$ cat src/rtl/irq_sel_pkg.sv
package irq_sel_pkg;

  typedef enum logic [1:0] {
    LVL_USER = 2'd0,
    LVL_SUPV = 2'd1,
    LVL_RSVD = 2'd2,
    LVL_MACH = 2'd3
  } irq_level_e;

  localparam int LVL_STRIDE = 4;

  // Bit n set when code n belongs to the given privilege level.
  function automatic logic [63:0] level_mask(irq_level_e lvl, int n);
    logic [63:0] m;
    m = '0;
    for (int i = 0; i < n; i++) begin
      if ((i % LVL_STRIDE) == int'(lvl)) m[i] = 1'b1;
    end
    return m;
  endfunction

  // Bit n set when code n has storage (not a reserved slot).
  function automatic logic [63:0] impl_mask(int n);
    logic [63:0] m;
    m = '0;
    for (int i = 0; i < n; i++) begin
      if ((i % LVL_STRIDE) != int'(LVL_RSVD)) m[i] = 1'b1;
    end
    return m;
  endfunction

endpackage

$ cat src/rtl/irq_pend_store.sv
module irq_pend_store #(
  parameter int NUM_SRC = 12,
  parameter int CW      = 4
) (
  input  logic               clk,
  input  logic               rst,
  input  logic               post_vld,
  input  logic [CW-1:0]      post_num,
  input  logic               clr_vld,
  input  logic [CW-1:0]      clr_num,
  input  logic               clr_all,
  input  logic               we,
  input  logic [NUM_SRC-1:0] wdata,
  output logic [NUM_SRC-1:0] pend_q,
  output logic [NUM_SRC-1:0] pend_d
);
  localparam logic [NUM_SRC-1:0] IMPL = NUM_SRC'(irq_sel_pkg::impl_mask(NUM_SRC));

  for (genvar i = 0; i < NUM_SRC; i++) begin : g_bit
    if (IMPL[i]) begin : g_live
      logic set_hit, clr_hit;
      assign set_hit = post_vld && (post_num == CW'(i));
      assign clr_hit = clr_all || (clr_vld && (clr_num == CW'(i)));
      always_comb begin
        if (we)           pend_d[i] = wdata[i];
        else if (set_hit) pend_d[i] = 1'b1;
        else if (clr_hit) pend_d[i] = 1'b0;
        else              pend_d[i] = pend_q[i];
      end
    end else begin : g_rsvd
      assign pend_d[i] = 1'b0;
    end
  end

  always_ff @(posedge clk) begin
    if (rst) pend_q <= '0;
    else     pend_q <= pend_d;
  end
endmodule

$ cat src/rtl/irq_enable_store.sv
module irq_enable_store #(
  parameter int NUM_SRC = 12
) (
  input  logic               clk,
  input  logic               rst,
  input  logic               we,
  input  logic [NUM_SRC-1:0] wdata,
  output logic [NUM_SRC-1:0] en_q,
  output logic [NUM_SRC-1:0] en_d
);
  localparam logic [NUM_SRC-1:0] IMPL = NUM_SRC'(irq_sel_pkg::impl_mask(NUM_SRC));

  assign en_d = we ? (wdata & IMPL) : en_q;

  always_ff @(posedge clk) begin
    if (rst) en_q <= '0;
    else     en_q <= en_d;
  end
endmodule

$ cat src/rtl/irq_global_mask.sv
module irq_global_mask #(
  parameter int NUM_SRC = 12
) (
  input  logic               gie_m,
  input  logic               gie_s,
  input  logic               gie_u,
  output logic [NUM_SRC-1:0] gmask
);
  import irq_sel_pkg::*;
  localparam logic [NUM_SRC-1:0] M_GRP = NUM_SRC'(level_mask(LVL_MACH, NUM_SRC));
  localparam logic [NUM_SRC-1:0] S_GRP = NUM_SRC'(level_mask(LVL_SUPV, NUM_SRC));
  localparam logic [NUM_SRC-1:0] U_GRP = NUM_SRC'(level_mask(LVL_USER, NUM_SRC));

  assign gmask = ({NUM_SRC{gie_m}} & M_GRP)
               | ({NUM_SRC{gie_s}} & S_GRP)
               | ({NUM_SRC{gie_u}} & U_GRP);
endmodule

$ cat src/rtl/irq_lowest_pick.sv
module irq_lowest_pick #(
  parameter int NUM_SRC = 12,
  parameter int CW      = 4
) (
  input  logic [NUM_SRC-1:0] vec,
  output logic               hit,
  output logic [CW-1:0]      idx
);
  assign hit = |vec;

  always_comb begin
    idx = '0;
    for (int i = NUM_SRC - 1; i >= 0; i--) begin
      if (vec[i]) idx = CW'(i);
    end
  end
endmodule

$ cat src/rtl/irq_select_unit.sv
module irq_select_unit #(
  parameter int NUM_SRC = 12,
  parameter int XLEN    = 32,
  parameter int CW      = $clog2(NUM_SRC)
) (
  input  logic               clk,
  input  logic               rst,
  input  logic               post_vld,
  input  logic [CW-1:0]      post_num,
  input  logic               clr_vld,
  input  logic [CW-1:0]      clr_num,
  input  logic               clr_all,
  input  logic               pend_we,
  input  logic [NUM_SRC-1:0] pend_wdata,
  output logic [NUM_SRC-1:0] pend_rdata,
  input  logic               en_we,
  input  logic [NUM_SRC-1:0] en_wdata,
  output logic [NUM_SRC-1:0] en_rdata,
  input  logic               gie_m,
  input  logic               gie_s,
  input  logic               gie_u,
  output logic               irq_req,
  output logic [CW-1:0]      irq_code,
  output logic [XLEN-1:0]    irq_cause
);
  logic [NUM_SRC-1:0] pend_nx, en_nx, gmask, ready;
  logic               pick_hit;
  logic [CW-1:0]      pick_idx;
  logic [XLEN-1:0]    cause_nx;

  irq_pend_store #(.NUM_SRC(NUM_SRC), .CW(CW)) u_pend (
    .clk(clk), .rst(rst),
    .post_vld(post_vld), .post_num(post_num),
    .clr_vld(clr_vld), .clr_num(clr_num), .clr_all(clr_all),
    .we(pend_we), .wdata(pend_wdata),
    .pend_q(pend_rdata), .pend_d(pend_nx)
  );

  irq_enable_store #(.NUM_SRC(NUM_SRC)) u_en (
    .clk(clk), .rst(rst),
    .we(en_we), .wdata(en_wdata),
    .en_q(en_rdata), .en_d(en_nx)
  );

  irq_global_mask #(.NUM_SRC(NUM_SRC)) u_gmask (
    .gie_m(gie_m), .gie_s(gie_s), .gie_u(gie_u), .gmask(gmask)
  );

  // Selection looks at next-state vectors so outputs track inputs one edge later.
  assign ready = pend_nx & en_nx & gmask;

  irq_lowest_pick #(.NUM_SRC(NUM_SRC), .CW(CW)) u_pick (
    .vec(ready), .hit(pick_hit), .idx(pick_idx)
  );

  always_comb begin
    cause_nx = '0;
    if (pick_hit) begin
      cause_nx[CW-1:0] = pick_idx;
      cause_nx[XLEN-1] = 1'b1;
    end
  end

  always_ff @(posedge clk) begin
    if (rst) begin
      irq_req   <= 1'b0;
      irq_code  <= '0;
      irq_cause <= '0;
    end else begin
      irq_req   <= pick_hit;
      irq_code  <= pick_hit ? pick_idx : '0;
      irq_cause <= cause_nx;
    end
  end
endmodule

$ cat config.mk
export PLATFORM = sky130hd
export DESIGN_NAME = irq_select_unit
export DESIGN_NICKNAME = d
export VERILOG_FILES = /design/src/rtl/irq_sel_pkg.sv /design/src/rtl/irq_pend_store.sv /design/src/rtl/irq_enable_store.sv /design/src/rtl/irq_global_mask.sv /design/src/rtl/irq_lowest_pick.sv /design/src/rtl/irq_select_unit.sv
export SDC_FILE = /design/constraint.sdc
export NUM_CORES = 1
export LEC_CHECK = 0
export ABC_AREA = 1
export ABC_CLOCK_PERIOD_IN_PS = 2000
export BUFFER_PORTS_ARGS = -buffer_cell sky130_fd_sc_hd__buf_2
export CAP_MARGIN = 40
export CORE_MARGIN = 5
export CORE_UTILIZATION = 47
export DETAILED_ROUTE_END_ITERATION = 7
export PLACE_DENSITY = 0.77
export REMOVE_ABC_BUFFERS = 1
export SLEW_MARGIN = 10
export SYNTH_ARGS = -nofsm -noshare
export SYNTH_HDL_FRONTEND = slang
export SYNTH_HIERARCHICAL = 1
export SYNTH_SLANG_ARGS = --single-unit
$ cat constraint.sdc
create_clock -name clk -period 2 [get_ports clk]
set_input_delay 0.3 -clock clk [delete_from_list [all_inputs] [get_ports clk]]
set_output_delay 0.3 -clock clk [all_outputs]
set_load 0.05 [all_outputs]
# After elaboration in Yosys (flattened, before gate mapping)
# Index checks and enable logic that the tools add are counted.
# word_totals
register_bits,61
elab_cells,99
input_bits,42
out_inout_bits,61
# op_classes
reduce_logical,30
bitwise_logic,4
mux,42
eq_ne,16
# ops
cell,count
two-way mux 4 bit,13
two-way mux 1 bit,28
AND 12 bit,2
"== test 4 x 3 -> 1 bit, second input constant",6
"== test 4 bit, second input constant",6
logical AND 1 bit,18
two-way mux 12 bit,1
OR 12 x 10 -> 12 bit,1
OR 12 x 9 -> 12 bit,1
OR reduction 12 bit,1
logical OR 1 bit,9
"== test 4 x 1 -> 1 bit, second input constant",2
"== test 4 x 2 -> 1 bit, second input constant",2
zero test 4 bit,2

# Logic depth before layout (Yosys ltp)
# Gate-level depths: netlist (run 1).
# logic_depth
ltp_word,21
depth_mapped,21
ltp_nobuf,21

# Modules after synthesis
# Netlist (run 1), hierarchy kept.
# modules_own_cells
module,n_inst,area_each_um2,seq_area_each_um2,cells_per_inst
irq_pend_store,1,769.5,180.2,146
irq_enable_store,1,594.3,240.2,88
irq_select_unit,1,523.0,100.1,85
irq_lowest_pick,1,167.7,0.0,35
irq_global_mask,1,93.8,0.0,13

# Worst setup path after synthesis (run 1)
# No wires, ideal clock.
# synth_timing
path_kind,register -> register
from,reg u_pend.pend_q[9]
to,reg irq_code[0]
period_less_slack_ps,1848
n_path_buf,0
setup_ps,64
setup_slack_ps,152
t_required_ps,1936
t_arrival_ps,1784
stages_incl_launch_ff,21
cell_sequence,dfxtp_1 -> inv_1 -> nor2_1 -> nand2_1 -> nand2_1 -> nand2_1 -> inv_1 -> nand2_1 -> nor2_1 -> inv_2 -> nand2_1 -> nand2_1 -> nand2_1 -> nand2_1 -> nand2_1 -> nand2_1 -> nand2_1 -> nand2_1 -> a21oi_2 -> inv_1 -> nor2_1
# synth_between
elab_chain_cells,16
word_cells_on_any_way,17
classes_between,mux: 14; bitwise: 2; reduce/logical: 1
# synth_lines
item,line_no,source
"start, declared",irq_pend_store.sv:14,"output logic [NUM_SRC-1:0] pend_q,"
"start signal, assigned",irq_pend_store.sv:37,else pend_q <= pend_d;
two-way mux 1 bit,irq_pend_store.sv:27,else if (clr_hit) pend_d[i] = 1'b0;
two-way mux 1 bit,irq_pend_store.sv:26,else if (set_hit) pend_d[i] = 1'b1;
two-way mux 1 bit,irq_pend_store.sv:25,if (we) pend_d[i] = wdata[i];
named net pend_nx[9],irq_select_unit.sv:26,"logic [NUM_SRC-1:0] pend_nx, en_nx, gmask, ready;"
AND 12 bit (2 in a row),irq_select_unit.sv:50,assign ready = pend_nx & en_nx & gmask;
named net ready[9],irq_select_unit.sv:26,
two-way mux 4 bit (10 in a row),irq_lowest_pick.sv:14,if (vec[i]) idx = CW'(i);
named net pick_idx[0],irq_select_unit.sv:28,logic [CW-1:0] pick_idx;
two-way mux 4 bit,n/a,
"end signal, assigned",irq_select_unit.sv:71,irq_code <= pick_hit ? pick_idx : '0;
"end, declared",irq_select_unit.sv:23,"output logic [CW-1:0] irq_code,"
# The timed path passes the listed nets, and every way through them passes these cells.
# A chain may end at the register's enable or synchronous reset.

# Final worst setup path (run 1)
# layout_timing
from,in pend_we
to,reg irq_code[0]
# layout_between
word_cells_on_any_way,25
classes_between,mux: 22; bitwise: 2; reduce/logical: 1
# layout_rtl
item,line_no,source
"start, declared",irq_select_unit.sv:13,"input logic pend_we,"
two-way mux 1 bit,irq_pend_store.sv:25,
named net pend_nx[11],irq_select_unit.sv:26,
AND 12 bit (2 in a row),irq_select_unit.sv:50,
named net ready[11],irq_select_unit.sv:26,
OR reduction 12 bit,irq_lowest_pick.sv:9,assign hit = |vec;
named net pick_hit,irq_select_unit.sv:27,logic pick_hit;
two-way mux 4 bit,n/a,
# The timed path passes the listed nets, and every way through them passes these cells.

==> impl_metrics.json, run 1 <==
{
  "status": "completed",
  "n_antenna_cell": 0,
  "cts.htree.levels": 1,
  "busiest_layer": "met2",
  "grt_use_total_pct": 14.3,
  "layout.nets": 459,
  "area_growth_pct": 7.45,
  "syn-mean-instance-area_um2": 5.85,
  "postCtsSetupRepairBufs": 0,
  "switching_share_pct": 42.2,
  "gp_congestion": 0.943,
  "coreArea_um2": 4380,
  "drtAntennaViolNets": 0,
  "power_density_nw_per_um2": 641,
  "vdd_drop_max_v": 0.000326,
  "fillers": 465,
  "post_cts_resized": 0,
  "yosysMostFrequentCell": "inv_1",
  "synth.area.top_cells": "dfxtp_1 24%, buf_4 19%, inv_1 15%",
  "arrival_ps": 1840,
  "use_met3_pct": 2.55,
  "gr-total-overflow": 0,
  "finalCriticalPeriod_ps": 1670,
  "drt_iter0_drc": 43,
  "ys_ff_latch": 26,
  "worstRegToRegCells": 20,
  "internal-power_uw": 856,
  "grt_max_degree": 23,
  "grt_pass1_vias": 1766,
  "maxCapViolations": 0,
  "gr-usage-met2_pct": 25.0,
  "critPathKind": "in2reg",
  "post_drt_via_cell_ratio": 4.05,
  "combPwrFrac_pct": 38.9,
  "dieHeight_um": 77.6,
  "critical_path.max_fanout": 10,
  "setup_viol": 0,
  "required_ps": 2170,
  "hold_path_class": "in2reg",
  "dr.pass1.iters": 4,
  "synth_edf_count": 0,
  "rows": 24,
  "reg2reg_slack_ps": 350,
  "clock.fmax_ghz": 0.597,
  "hold_violations": 0,
  "synthTopCellsByCount": "83 x inv_1, 78 x nand2_1, 67 x nor2_1",
  "power_frac_seq_pct": 38.3,
  "finalSetupTns_ps": 0,
  "yosysTopAreaCell": "dfxtp_1",
  "clock_skew_ps": 2.92,
  "cts.sink_count": 26,
  "top_level_ports": 103,
  "die_area_um2": 6020,
  "holdBufCountCts": 0,
  "power_uw": 1480,
  "ys_types": 21,
  "root_buffer": "clkbuf_8",
  "clkLatencyLatePin_ps": 270,
  "end_kind": "flop",
  "vias": 1897,
  "clockBufferDepth": 2,
  "initial_core_util_pct": 49.0,
  "clkPwrFrac_pct": 22.8,
  "port_buffers": 66,
  "use_met1_pct": 17.6,
  "dp_hpwl_um": 3660,
  "cts_tree": "yes",
  "seq_area_frac_synth_pct": 24.2,
  "numCtsBuffers": 3,
  "synth_cells": 367,
  "min_path_cells": 5,
  "p_sw_uw": 625,
  "chipWidth_um": 77.6,
  "startpoint_type": "primary input",
  "min_period_over_period_pct": 83.7,
  "grt_pass1_wl_um": 7360,
  "routed_wirelength_um": 4280,
  "synth-main-ff-cell": "dfxtp_1",
  "p_leak_uw": 0.00143,
  "async_flop_share_pct": 0,
  "drive_above_1_share_pct": 24.5,
  "rsz0062_at_grt": "no",
  "antenna_found_initial": 0,
  "yosys.area.top_type_share_pct": 24.2,
  "clk_pin_slew_worst_paths_ps": 90,
  "syn_area_um2": 2150,
  "wl_per_cell_um": 9.15,
  "drc_errors": 0,
  "drv_slew": 0,
  "yosysWarnings": 6
}
[sequential cells by signal, indices dropped and copies added (netlist names)]
signal	cells
irq_code	3
irq_cause	1
u_en/en_q	12
u_pend/pend_q	9
irq_req	1
[cell families after synthesis]
family                 count (synthesis)  share of synthesized area (%)
buffers and inverters                146                           35.9
and+or+nand+nor                      189                           38.4
DFF                                   26                           24.2
other                                  3                          0.524
AOI/OAI and AO/OA                      3                          0.932
[worst max-delay path, stage by stage]
cell and delay, ps:
buf_2 200, inv_6 70, or2_2 270, nand2_1 90, inv_1 60, nand2_1 60
nor2_1 40, or2_1 230, nor3_2 220, nand3_1 130, nand2_2 120, nor2_1 50
[worst paths after layout]
check | from | to
max | pend_we | irq_code[0]$_SDFF_PP0_
max reg2reg | u_pend/pend_q[9]$_SDFF_PP0_ | irq_code[0]$_SDFF_PP0_
min | en_wdata[8] | u_en/en_q[8]$_SDFF_PP0_
min reg2reg | u_en/en_q[2]$_SDFF_PP0_ | u_en/en_q[2]$_SDFF_PP0_
[through the flow]
step / hold WS (ps) / setup slack (ps) / cell area, µm² / util, % / cells
global route: 345 / 65.1 / 2310 / 52.7 / 468
detailed placement: 451 / 50.3 / 2250 / 51.4 / 464
finish: 333 / 326 / 2310 / 52.7 / 468
global placement: 448 / 120 / 2250 / 51.4 / 464
CTS: 335 / 327 / 2310 / 52.7 / 468
floorplan: 367 / 152 / 1840 / - / 344
[power groups by stage]
| stage | Combinational, µW | Clock, µW | Sequential [µW] |
|---|---|---|---|
| after floorplan | 292 | 0 | 725 |
| after global placement | 569 | 0 | 578 |
| after detailed placement | 576 | 0 | 579 |
| after CTS | 578 | 351 | 567 |
| after global routing | 627 | 372 | 572 |
| final | 576 | 338 | 566 |
[layout by cell type (no fill, tap or decap)]
master | netlist | layout
a21oi_1 | 1 | 1
a21oi_2 | 1 | 1
a31oi_1 | 1 | 1
buf_2 | 1 | 66
buf_4 | 53 | 2
clkbuf_8 | 0 | 4
clkinv_1 | 2 | 2
conb_1 | 3 | 36
dfxtp_1 | 26 | 26
inv_1 | 83 | 83
inv_2 | 4 | 4
inv_6 | 1 | 1
nand2_1 | 78 | 78
nand2_2 | 10 | 10
nand3_1 | 14 | 14
nor2_1 | 67 | 67
nor2_2 | 5 | 5
nor3_2 | 6 | 6
or2_1 | 6 | 6
or2_2 | 3 | 3
[routing by layer]
| metal | routed length, µm | share of wire, % |
|---|---|---|
| met4 | 44 | 1.0 |
| met1 | 1810 | 42 |
| met5 | 0 | 0 |
| met2 | 2040 | 48 |
| met3 | 387 | 9.0 |
[final cells by class]
class | count | area (µm²) | share of cell area, %
inverter | 90 | 343 | 14.9
clock buffer | 4 | 55.1 | 2.38
sequential | 26 | 520 | 22.5
multi-input combinational | 228 | 980 | 42.4
timing repair buffer | 68 | 345 | 15.0
tap | 52 | 65.1 | 2.82
Note: power is estimated with default switching activity, not from simulation.
==> run 2: changes to the inputs <==
--- a/config.mk
+++ b/config.mk
@@ -5,14 +5,14 @@
 export SDC_FILE = /design/constraint.sdc
 export NUM_CORES = 1
 export LEC_CHECK = 0
-export ABC_AREA = 1
-export ABC_CLOCK_PERIOD_IN_PS = 2000
+export ABC_AREA = 0
+export ABC_CLOCK_PERIOD_IN_PS = 1510
 export BUFFER_PORTS_ARGS = -buffer_cell sky130_fd_sc_hd__buf_2
 export CAP_MARGIN = 40
 export CORE_MARGIN = 5
-export CORE_UTILIZATION = 47
+export CORE_UTILIZATION = 40
 export DETAILED_ROUTE_END_ITERATION = 7
-export PLACE_DENSITY = 0.77
+export PLACE_DENSITY = 0.73
 export REMOVE_ABC_BUFFERS = 1
 export SLEW_MARGIN = 10
 export SYNTH_ARGS = -nofsm -noshare
==> constraint.sdc (replaced) <==
create_clock -name clk -period 1.51 [get_ports clk]
set_input_delay 0.2265 -clock clk [delete_from_list [all_inputs] [get_ports clk]]
set_output_delay 0.2265 -clock clk [all_outputs]
set_load 0.05 [all_outputs]
==> run 2 against run 1 <==
Largest power group is now registers; worst hold slack got worse by 100 ps; the run now ends with setup timing left; core utilization down 0.11 points; clock power grew 71%; final area shrank 1.6%; non-clock buffer count increased by 26; die area decreased by 3.3%; combinational power increased by 14%; highest routed layer unchanged; register-to-register slack lost 500 ps; cell count decreased by 30%; critical path type unchanged; synthesized cell count down 46%; wire length grew 5.5%.
==> impl_metrics.json, run 2 <==
{
  "routed_wirelength_um": 4520,
  "largest_reg_flops": 12,
  "final_common_cell": "buf_2",
  "cpPeakStageDelay_ps": 420,
  "cts.sink_count": 26,
  "cts_tree": "yes",
  "worstRegToRegCells": 8,
  "yosys.area.top_type_share_pct": 29.6,
  "violations": "setup timing",
  "dp_hpwl_um": 3550,
  "clock_skew_ps": 8.47,
  "clkLatencyLatePin_ps": 270,
  "drt_iter0_drc": 58,
  "startpoint_type": "primary input",
  "post_drt_via_cell_ratio": 4.82,
  "min_period_over_period_pct": 118,
  "fillers": 425,
  "top_level_ports": 103,
  "use_met3_pct": 3.19,
  "setup_viol": 5,
  "rsz0062_at_grt": "yes",
  "crit_buf_inv": 2,
  "initial_core_util_pct": 40.7,
  "vdd_drop_max_v": 0.000504,
  "maxCapViolations": 0,
  "synth.area.top_cells": "dfxtp_1 30%, buf_4 22%, nor2b_1 6.4%",
  "drive_above_1_share_pct": 47.6,
  "synth_edf_count": 0,
  "gp_congestion": 0.891,
  "grt_pass1_wl_um": 6960,
  "reg2reg_slack_ps": -150,
  "drtAntennaViolNets": 0,
  "syn-mean-instance-area_um2": 8.88,
  "clock.fmax_ghz": 0.562,
  "chipWidth_um": 76.3,
  "syn_area_um2": 1760,
  "synth_cells": 198,
  "finalCriticalPeriod_ps": 1780,
  "cts.htree.levels": 1,
  "die_area_um2": 5820,
  "synth-main-ff-cell": "dfxtp_1",
  "hold_ws_ps": 232,
  "ys_types": 36,
  "dp_cells": 319,
  "hold_path_class": "in2reg",
  "numCtsBuffers": 3,
  "drc_errors": 0,
  "async_flop_share_pct": 0,
  "coreArea_um2": 4320,
  "use_met1_pct": 17.6,
  "antenna_found_initial": 0,
  "synthTopCellsByCount": "51 x buf_4, 26 x dfxtp_1, 18 x nor2b_1",
  "critPathKind": "in2reg",
  "seq_area_frac_synth_pct": 29.6,
  "power_density_nw_per_um2": 866,
  "clockBufferDepth": 2,
  "status": "finished, violations left",
  "yosysMostFrequentCell": "buf_4",
  "wl_per_cell_um": 13.8,
  "gr-usage-met2_pct": 24.4,
  "p_leak_uw": 0.00120,
  "dieHeight_um": 76.3,
  "busiest_layer": "met2",
  "cp_slowest_cell": "or3b_4",
  "port_buffers": 66,
  "holdBufCountCts": 0,
  "ys_ff_latch": 26,
  "min_path_cells": 3,
  "fin_ws_ps": -268,
  "grt_max_degree": 27,
  "layout.nets": 318,
  "arrival_ps": 1990,
  "largest-register": "u_en/en_q",
  "drv_slew": 0,
  "yosysWarnings": 6,
  "reg.largest.list": "u_en/en_q x12, u_pend/pend_q x9, irq_code x3",
  "critical_path.max_fanout": 3,
  "n_antenna_cell": 0,
  "vias": 1575,
  "worstPathCellList": "buf_6 -> or3b_4 -> o311ai_4 -> nand2_1 -> and3_4 -> nor4_4 -> buf_4 -> nor2b_1 -> and3b_1",
  "end_kind": "flop",
  "final_cell_mix": "64 x buf_2, 36 x conb_1, 26 x dfxtp_1, 26 x buf_4, 17 x nor2b_1",
  "yosysTopAreaCell": "dfxtp_1",
  "rows": 24,
  "required_ps": 1720,
  "cp.depth": 9,
  "fin_cells": 327,
  "cp_top_family": "simple AND/OR/NAND/NOR gates",
  "area_growth_pct": 29.2,
  "clk_pin_slew_worst_paths_ps": 100,
  "dr.pass1.iters": 4,
  "grt_pass1_vias": 1536,
  "grt_use_total_pct": 14.2,
  "hold_violations": 0,
  "gr-total-overflow": 0,
  "root_buffer": "clkbuf_8"
}
## run 2: metrics by stage
step                total power (µW)  setup TNS (ps)  setup slack, ps  area (µm²)  utilization (%)
finish                          1970           -1240             -268        2270             52.5
global route                    2030           -1750             -369        2270             52.5
CTS                             1950           -1030             -227        2200             50.9
detailed placement              1370           -3040             -620        2070             47.9
global placement                1370           -2680             -539        2070             47.9
floorplan                       1180           -1760             -359        1480                -
## run 2: logic make-up (layout without fill, tap and decap cells)
logic type,after synthesis,in the layout,share of synthesized area (%)
AO/OA/AOI/OAI,29,29,12.3
multiplexers,9,9,7.25
buffers and inverters,57,101,23.5
other,3,36,0.640
AND/OR/NAND/NOR,74,74,26.7
flip-flops,26,26,29.6
## run 2: worst min-delay path: stages
cell and delay (ps):
buf_2 80, a32oi_1 60, a21oi_1 110
## run 2: final timing paths
| path | from | endpoint |
|---|---|---|
| setup / recovery | clr_num[3] | irq_code[2]$_SDFF_PP0_ |
| setup reg to reg | u_pend/pend_q[8]$_SDFF_PP0_ | irq_code[0]$_SDFF_PP0_ |
| hold reg to reg | u_pend/pend_q[0]$_SDFF_PP0_ | u_pend/pend_q[0]$_SDFF_PP0_ |
| hold / removal | pend_wdata[5] | u_pend/pend_q[5]$_SDFF_PP0_ |
## run 2: repair_timing
item / in CTS / in global routing
endpoints found under the setup margin: 5 / 5
resized for setup: 11 / 12
setup buffers: 1 / 3
pin swaps: 7 / 8
## run 2: report_power, final
group	total [µW]	internal [µW]	switching, µW	leakage [µW]
logic	654	196	458	0.000955
clock network	578	355	224	0.0000357
registers	735	718	16.6	0.000213
## run 2: final cells by class
type / instances / area (µm²) / share of cell area (%)
clock inverter: 1 / 30.0 / 1.32
tap: 52 / 65.1 / 2.86
multi-input combinational: 148 / 1030 / 45.5
inverter: 3 / 11.3 / 0.496
timing repair buffer: 94 / 569 / 25.1
clock buffer: 3 / 41.3 / 1.82
sequential: 26 / 520 / 22.9
## run 2: layer usage
metal	wire (µm)	share of wire [%]
met1	1910	42
met2	2180	48
met3	383	8.5
met4	40	0.89
met5	0	0
